`src/rtl/dma_arb_pkg.sv`:
```
package dma_arb_pkg;
  // Strobes from the sequencing control into the grant datapath.
  typedef struct packed {
    logic load;   // capture the current winner into the grant register
    logic clear;  // release the held grant
  } arbStrobe_t;
endpackage

```
`src/rtl/arb_datapath.sv`:
```
module arb_datapath
  import dma_arb_pkg::*;
#(
  parameter int NUM_CH = 5,
  parameter int PRIO_W = 2
) (
  input  logic                     clk,
  input  logic                     rst_n,
  input  logic [NUM_CH-1:0]        hwReq,
  input  logic [NUM_CH-1:0]        swTrig,
  input  logic [NUM_CH-1:0]        chEnable,
  input  logic [NUM_CH*PRIO_W-1:0] prioLevel,
  input  arbStrobe_t               strobe,
  output logic                     anyEligible,
  output logic [NUM_CH-1:0]        grant
);
  logic [NUM_CH-1:0] eligible;
  logic [NUM_CH-1:0] winner;
  logic [PRIO_W-1:0] lvl [NUM_CH];
  logic [PRIO_W-1:0] bestLvl;
  logic              found;

  genvar g;
  generate
    for (g = 0; g < NUM_CH; g++) begin : gUnpack
      assign lvl[g] = prioLevel[g*PRIO_W +: PRIO_W];
    end
  endgenerate

  assign eligible    = (hwReq | swTrig) & chEnable;
  assign anyEligible = |eligible;

  // Ascending scan with a strict compare keeps the lowest index on ties.
  always_comb begin
    winner  = '0;
    bestLvl = '0;
    found   = 1'b0;
    for (int i = 0; i < NUM_CH; i++) begin
      if (eligible[i] && (!found || lvl[i] > bestLvl)) begin
        winner    = '0;
        winner[i] = 1'b1;
        bestLvl   = lvl[i];
        found     = 1'b1;
      end
    end
  end

  always_ff @(posedge clk or negedge rst_n) begin
    if (!rst_n)            grant <= '0;
    else if (strobe.load)  grant <= winner;
    else if (strobe.clear) grant <= '0;
  end
endmodule

```
`src/rtl/arb_control.sv`:
```
module arb_control
  import dma_arb_pkg::*;
(
  input  logic       clk,
  input  logic       rst_n,
  input  logic       anyEligible,
  input  logic       xferDone,
  output arbStrobe_t strobe,
  output logic       busy
);
  always_comb begin
    strobe.load  = !busy && anyEligible;
    strobe.clear = busy && xferDone;
  end

  always_ff @(posedge clk or negedge rst_n) begin
    if (!rst_n)            busy <= 1'b0;
    else if (strobe.load)  busy <= 1'b1;
    else if (strobe.clear) busy <= 1'b0;
  end
endmodule

```
`src/rtl/dma_prio_arbiter.sv`:
```
module dma_prio_arbiter
  import dma_arb_pkg::*;
#(
  parameter int NUM_CH = 5,
  parameter int PRIO_W = 2
) (
  input  logic                     clk,
  input  logic                     rst_n,
  input  logic [NUM_CH-1:0]        hwReq,
  input  logic [NUM_CH-1:0]        swTrig,
  input  logic [NUM_CH-1:0]        chEnable,
  input  logic [NUM_CH*PRIO_W-1:0] prioLevel,
  input  logic                     xferDone,
  output logic [NUM_CH-1:0]        grant,
  output logic                     grantValid
);
  arbStrobe_t strobe;
  logic       anyEligible;

  arb_control u_ctrl (
    .clk(clk), .rst_n(rst_n), .anyEligible(anyEligible),
    .xferDone(xferDone), .strobe(strobe), .busy(grantValid)
  );

  arb_datapath #(.NUM_CH(NUM_CH), .PRIO_W(PRIO_W)) u_dp (
    .clk(clk), .rst_n(rst_n), .hwReq(hwReq), .swTrig(swTrig),
    .chEnable(chEnable), .prioLevel(prioLevel), .strobe(strobe),
    .anyEligible(anyEligible), .grant(grant)
  );
endmodule

```
`config.mk`:
```
export PLATFORM = sky130hd
export DESIGN_NAME = dma_prio_arbiter
export DESIGN_NICKNAME = d
export VERILOG_FILES = /design/src/rtl/dma_arb_pkg.sv /design/src/rtl/arb_datapath.sv /design/src/rtl/arb_control.sv /design/src/rtl/dma_prio_arbiter.sv
export SDC_FILE = /design/constraint.sdc
export NUM_CORES = 1
export LEC_CHECK = 0
export BUFFER_PORTS_ARGS = -buffer_cell sky130_fd_sc_hd__buf_2
export CAP_MARGIN = 30
export CORE_MARGIN = 2
export CORE_UTILIZATION = 45
export DETAILED_ROUTE_END_ITERATION = 10
export PLACE_DENSITY = 0.87
export SETUP_SLACK_MARGIN = 0.1
export SYNTH_ARGS = -nofsm -noshare
export SYNTH_HDL_FRONTEND = slang
export SYNTH_SLANG_ARGS = --single-unit
```
`constraint.sdc`:
```
create_clock -name clk -period 1.3 [get_ports clk]
set_clock_uncertainty 0.05 [all_clocks]
set_input_delay 0.195 -clock clk [delete_from_list [all_inputs] [get_ports clk]]
set_output_delay 0.195 -clock clk [all_outputs]
set_load 0.05 [all_outputs]
```
==> results.toml, run 1 <==
[drt]
dr_wl_met3_um = 147
vias = 944
drt_first_pass_iters = 4
drt-met1-wl_mm = 1.067
vias_per_cell = 5.721
wl_met2_mm = 1.564
antenna_left = 0
drt-wirelength-per-cell_um = 17.91
drc = 0
routed_wl_mm = 2.955
highest_layer = "met4"
dr.first_iter.drc_count = 18

[floorplanning]
pin_count = 34
dieArea_um2 = 1910
initial_core_util = 0.4765
row_count = 14
die_w_um = 43.71
chipHeight_um = 43.71
design.core.area_um2 = 1489

[timing]
fmax_ghz = 0.2200
final_hold_viol_count = 0
rsz0062_at_grt = "true"
timing.final.crit_period_ns = 4.545
fin_crit_sh = 3.496
hold_slack_ns = 0.09217
worst_slew_pin_slew_ns = 0.6185
slew_headroom = 0.5833
drv_slew = 0
finalSetupViolations = 5
setup_slack_ns = -3.245

[critical_path]
r2r_cells = 3
crit_arrival_ns = 4.63
startpoint_type = "input pin"
required_ns = 1.38
path_buf_inv = 2
worstReg2RegStart = "u_ctrl.busy$_DFFE_PN0P_"
cpPeakStageDelay_ns = 0.32
r2r_slack_ns = 0.14
crit_type = "input pin to flop"
end_kind = "flop"
reg2reg_to = "u_dp.grant[0]$_DFFE_PN0P_"
cp_max_fo = 4
critical-path-slowest-cell = "mux2_4"
critPathTopFamily = "compound AO/OA/AOI/OAI gates"

[global_route]
grt_pass1_wl_mm = 3.429
antenna_found_initial = 0
grtUsageTotal = 0.2387
grt_max_degree = 9
grt_pass1_vias = 884
overflow = 0

[final_layout]
antenna_cells = 0
nets = 187
drive_above_1_share = 0.6980
fin_cells = 165
fin_util = 0.9244
area_growth_pct = 94.00

[clocking]
cts_sinks = 6
insertion_delay_ns = 0.24
clock-root-buffer = "clkbuf_4"
clockBufferDepth = 2
numCtsBuffers = 3
cts_tree = "yes"
cts-htree-levels = 1
clk_pin_slew_ns = 0.04

[yosys]
yosysMostFrequentCell = "nand2_1"
synthArstFlopShare = 1.000
yosys-top-cells-count = "10 x nand2_1, 8 x ha_1, 6 x dfrtp_1, 6 x inv_1, 5 x o21ai_0"
avgSynthCellArea_um2 = 9.095
ys_ff_latch = 6
synth_top_area_cell = "dfrtp_1"
ys.flop_type = "dfrtp_1"
yosysWarningCount = 0
synth_edf_count = 0
syn_area_um2 = 709.4
syn-instance-count = 78
synth_top_cell_area_share = 0.2116
synth.distinct_cells = 34
ys_top_cells_by_area = "dfrtp_1 21%, ha_1 14%, o21ai_4 6.9%"
seq_area_frac_synth = 0.2116
synth_nets = 114

[min_path]
worstHoldPathCells = 2
holdPathEnd = "u_ctrl.busy$_DFFE_PN0P_"
hp-start = "xferDone"
hold_class = "input pin to flop"

[pwr]
finalPower_mw = 1.176
clockPowerShare = 0.147
irDropWorstVdd_mv = 0.5264
power_switching_mw = 0.4810
swShare = 0.4091
seqPwrFrac = 0.191
p_int_mw = 0.6948
powerDensity_nw_per_um2 = 854.3
p_leak_nw = 0.6849
comb_power_share = 0.662

[place]
portBuffers = 33
place_hpwl_mm = 1.629
gp_congestion = 0.7961
pre_cts_slack_ns = -3.542
dp_cells = 153

[status]
violations = "negative setup slack"
status = "finished, violations left"

[job]
cap_violations = 0
## worst max-delay path by stage
| stage | start | to | slack (ns) | cells after the start |
|---|---|---|---|---|
| finish | hwReq[0] | u_dp.grant[4]$_DFFE_PN0P_ | -3.24 | 25 |
| global route | hwReq[0] | u_dp.grant[4]$_DFFE_PN0P_ | -3.40 | 25 |
| floorplan | swTrig[0] | u_dp.grant[0]$_DFFE_PN0P_ | -3.13 | 24 |
| CTS | swTrig[0] | u_dp.grant[0]$_DFFE_PN0P_ | -3.04 | 25 |
| global placement | swTrig[0] | u_dp.grant[0]$_DFFE_PN0P_ | -3.34 | 25 |
| detailed placement | swTrig[0] | u_dp.grant[0]$_DFFE_PN0P_ | -3.54 | 25 |
## cell usage in the layout, fill, tap and decap left out, types with 2 or more instances in the layout
| cell | Yosys | final |
|---|---|---|
| a21oi_1 | 2 | 2 |
| a21oi_4 | 1 | 2 |
| a22o_1 | 4 | 4 |
| buf_2 | 0 | 29 |
| buf_4 | 0 | 34 |
| buf_6 | 0 | 4 |
| clkbuf_4 | 0 | 3 |
| dfrtp_1 | 6 | 5 |
| ha_1 | 8 | 3 |
| ha_4 | 0 | 4 |
| inv_1 | 6 | 6 |
| nand2_1 | 10 | 7 |
| nand2_2 | 0 | 3 |
| nor2_1 | 3 | 2 |
| nor2b_4 | 0 | 4 |
| o21a_1 | 3 | 3 |
| o21ai_0 | 5 | 3 |
| o21ai_4 | 3 | 5 |
## cells by family after synthesis
family / count (synthesis) / synth area share
fa+ha+maj: 8 / 0.1411
compound gates: 31 / 0.4074
flops: 6 / 0.2116
mux: 1 / 0.01587
buf+inv: 6 / 0.03174
simple gates: 26 / 0.1923
## sequential cells by signal (all words and copies together), names as in the netlist
name	count
u_dp.grant	5
u_ctrl.busy	1
## worst register-to-register path, cell delays in order (launching register included)
cell and delay, ns:
dfrtp_2 0.48, nand2b_1 0.17, o31ai_4 0.11, a22o_1 0.24
## metal layers
| layer | global-route usage | vias to the layer above |
|---|---|---|
| li1 | - | 433 |
| met1 | 0.2265 | 449 |
| met2 | 0.4824 | 44 |
| met3 | 0.02500 | 18 |
| met4 | 0.1273 | 0 |
| met5 | 0 | - |
## per-stage QoR
step | instance area (um2) | TNS (ns)
5_1_grt | 1376 | -16.85
6_report | 1376 | -16.13
2_1_floorplan | 714.4 | -15.33
3_5_place_dp | 1095 | -17.35
4_1_cts | 1212 | -15.04
3_3_place_gp | 1095 | -16.43
## cell type report
| class | instances | area, um2 |
|---|---|---|
| repair buffers | 68 | 455.4 |
| clock buffers | 3 | 22.52 |
| multi-input cells | 66 | 704.4 |
| inverters | 6 | 22.52 |
| well taps | 16 | 20.02 |
| flip-flops and latches | 6 | 151.4 |
| fillers | 52 | 112.6 |
## power by group through the flow
stage	Combinational [mW]	Sequential [mW]	Clock (mW)
after floorplan	0.232	0.289	0
after global placement	0.484	0.223	0
after detailed placement	0.507	0.224	0
after CTS	0.581	0.222	0.179
after global routing	0.821	0.226	0.182
final	0.779	0.224	0.173
## timing repair
| action | in CTS | in global routing |
|---|---|---|
| setup buffers | 4 | 4 |
| pin swaps | 12 | 22 |
| resized for setup | 12 | 23 |
| setup endpoints to repair | 6 | 6 |
| hold buffers | 1 | 0 |
| endpoints found under the hold margin | 6 | 0 |
No activity file was read; power rests on OpenSTA's default activity.
==> inputs of run 2 (changes only) <==
--- a/constraint.sdc
+++ b/constraint.sdc
@@ -3,3 +3,3 @@
 set_input_delay 0.195 -clock clk [delete_from_list [all_inputs] [get_ports clk]]
 set_output_delay 0.195 -clock clk [all_outputs]
-set_load 0.05 [all_outputs]
+set_load 0.01 [all_outputs]
==> run 2 against run 1 <==
The flow still finishes with violations (negative setup slack). Combinational power fell by 9.0%. Worst hold slack improved by 0.019 ns. Cell count did not move. Sequential share of layout area barely moved. Critical path type unchanged. Critical endpoint unchanged. Largest cell class unchanged.
==> results.toml, run 2 (synthesis results as in run 1) <==
[critical_path]
critPathTopFamily = "compound AO/OA/AOI/OAI gates"
startpoint_type = "input pin"
cp_max_fo = 3
crit_arrival_ns = 4.66
worstPathCellList = "buf_6 -> o21a_1 -> and2_4 -> ha_4 -> nand2_1 -> o21ai_4 -> o21a_2 -> a22oi_2 -> ha_1 -> nor2b_4 -> o21ai_2 -> a21oi_4 -> mux2_4 -> ha_4 -> nor2b_4 -> o211ai_1 -> a21oi_1 -> a211o_1 -> ha_4 -> nor2b_4 -> o21ai_4 -> buf_4 -> a211oi_2 -> a21o_1"
cpPeakStageDelay_ns = 0.33
crit_type = "input pin to flop"
critical-path-slowest-cell = "o211ai_1"
required_ns = 1.44
path_buf_inv = 2
worstReg2RegStart = "u_ctrl.busy$_DFFE_PN0P_"
startpoint = "hwReq[0]"
r2r_slack_ns = 0.07
end_kind = "flop"

[timing]
fin_crit_sh = 3.477
fmax_ghz = 0.2212
rsz0062_at_grt = "true"
finalSetupTns_ns = -15.94
hold_slack_ns = 0.1111
drv_slew = 0
final_hold_viol_count = 0
setup_slack_ns = -3.221
slew_headroom = 0.5982
worst_slew_pin_slew_ns = 0.5963
finalSetupViolations = 5
timing.final.crit_period_ns = 4.521

[place]
placed_cell_area_um2 = 1095
portBuffers = 33
dp_cells = 153
place_hpwl_mm = 1.629
pre_cts_slack_ns = -3.542
gp_congestion = 0.7961

[global_route]
overflow = 0
antenna_found_initial = 0
grt_max_degree = 9
grtUsageTotal = 0.2387
grt_pass1_wl_mm = 3.429
grt_pass1_vias = 884

[status]
status = "finished, violations left"
violations = "negative setup slack"

[pwr]
swShare = 0.3790
seqPwrFrac = 0.202
finalPower_mw = 1.107
clockPowerShare = 0.157
p_int_mw = 0.6873
p_leak_nw = 0.6831
powerDensity_nw_per_um2 = 808.5
comb_power_share = 0.641
power_switching_mw = 0.4194
irDropWorstVdd_mv = 0.4584

[drt]
vias_per_cell = 5.618
drc = 0
drt_first_pass_iters = 4
routed_wl_mm = 3.010
dr.first_iter.drc_count = 15
vias = 927
antenna_left = 0
drt-wirelength-per-cell_um = 18.24

[clocking]
cts_tree = "yes"
clk_pin_slew_ns = 0.04
cts_sinks = 6
cts-htree-levels = 1
clockBufferDepth = 2
insertion_delay_ns = 0.25
numCtsBuffers = 3
clock-root-buffer = "clkbuf_4"

[final_layout]
multi_input_area_um2 = 704.4
nets = 187
seqCellArea_um2 = 150.1
regMostFlops = "u_dp.grant"
num-fill-cells = 57
antenna_cells = 0
final_common_cell = "buf_4"
design_area_um2 = 1369
drive_above_1_share = 0.6913
reg_top3 = "u_dp.grant x5, u_ctrl.busy x1"
largest_reg_flops = 5
final_cell_mix = "34 x buf_4, 30 x buf_2, 7 x nand2_1"
area_growth_pct = 92.95
fin_util = 0.9193
fin_cells = 165

[floorplanning]
chipHeight_um = 43.71
initial_core_util = 0.4765
pin_count = 34
design.core.area_um2 = 1489
die_w_um = 43.71
row_count = 14
dieArea_um2 = 1910

[min_path]
hold_class = "input pin to flop"
hp-start = "xferDone"

[job]
cap_violations = 0
[run 2: cell counts in the layout (fill, tap and decap cells not counted)]
No cell type changed its count.
[run 2: layout make-up]
| type | instances | area share |
|---|---|---|
| clock buffer | 3 | 0.01645 |
| multi-input combinational | 66 | 0.5146 |
| timing repair buffer | 68 | 0.3282 |
| inverter | 6 | 0.01645 |
| sequential | 6 | 0.1097 |
| tap | 16 | 0.01463 |
[run 2: final timing paths]
path                                        endpoint  depth (start not counted)
min reg2reg                u_dp.grant[4]$_DFFE_PN0P_                          1
max in group asynchronous  u_dp.grant[4]$_DFFE_PN0P_                          2
max                        u_dp.grant[4]$_DFFE_PN0P_                         24
min in group asynchronous  u_dp.grant[1]$_DFFE_PN0P_                          2
min                          u_ctrl.busy$_DFFE_PN0P_                          2
max reg2reg                u_dp.grant[0]$_DFFE_PN0P_                          3
[run 2: routing by layer]
layer,wire length (um),global-route usage,vias to the layer above,part of all wire
met2,1676,0.4824,40,0.56
met3,121,0.02500,12,0.040
li1,-,-,433,-
met4,121,0.1273,0,0.040
met1,1090,0.2265,442,0.36
met5,0,0,-,0
[run 2: power by group through the flow]
stage               registers (mW)  clock network (mW)  logic, mW
floorplan                    0.232                   0      0.232
global placement             0.223                   0      0.426
detailed placement           0.224                   0      0.448
CTS                          0.221               0.179      0.520
global route                 0.226               0.182      0.755
finish                       0.224               0.174      0.709
[run 2: repair_timing]
item / in CTS / in global routing
hold endpoints to repair: 6 / 0
pin swaps: 12 / 22
endpoints found under the setup margin: 5 / 7
buffers inserted: 4 / 4
hold buffers: 1 / 0
gates resized for setup: 10 / 22
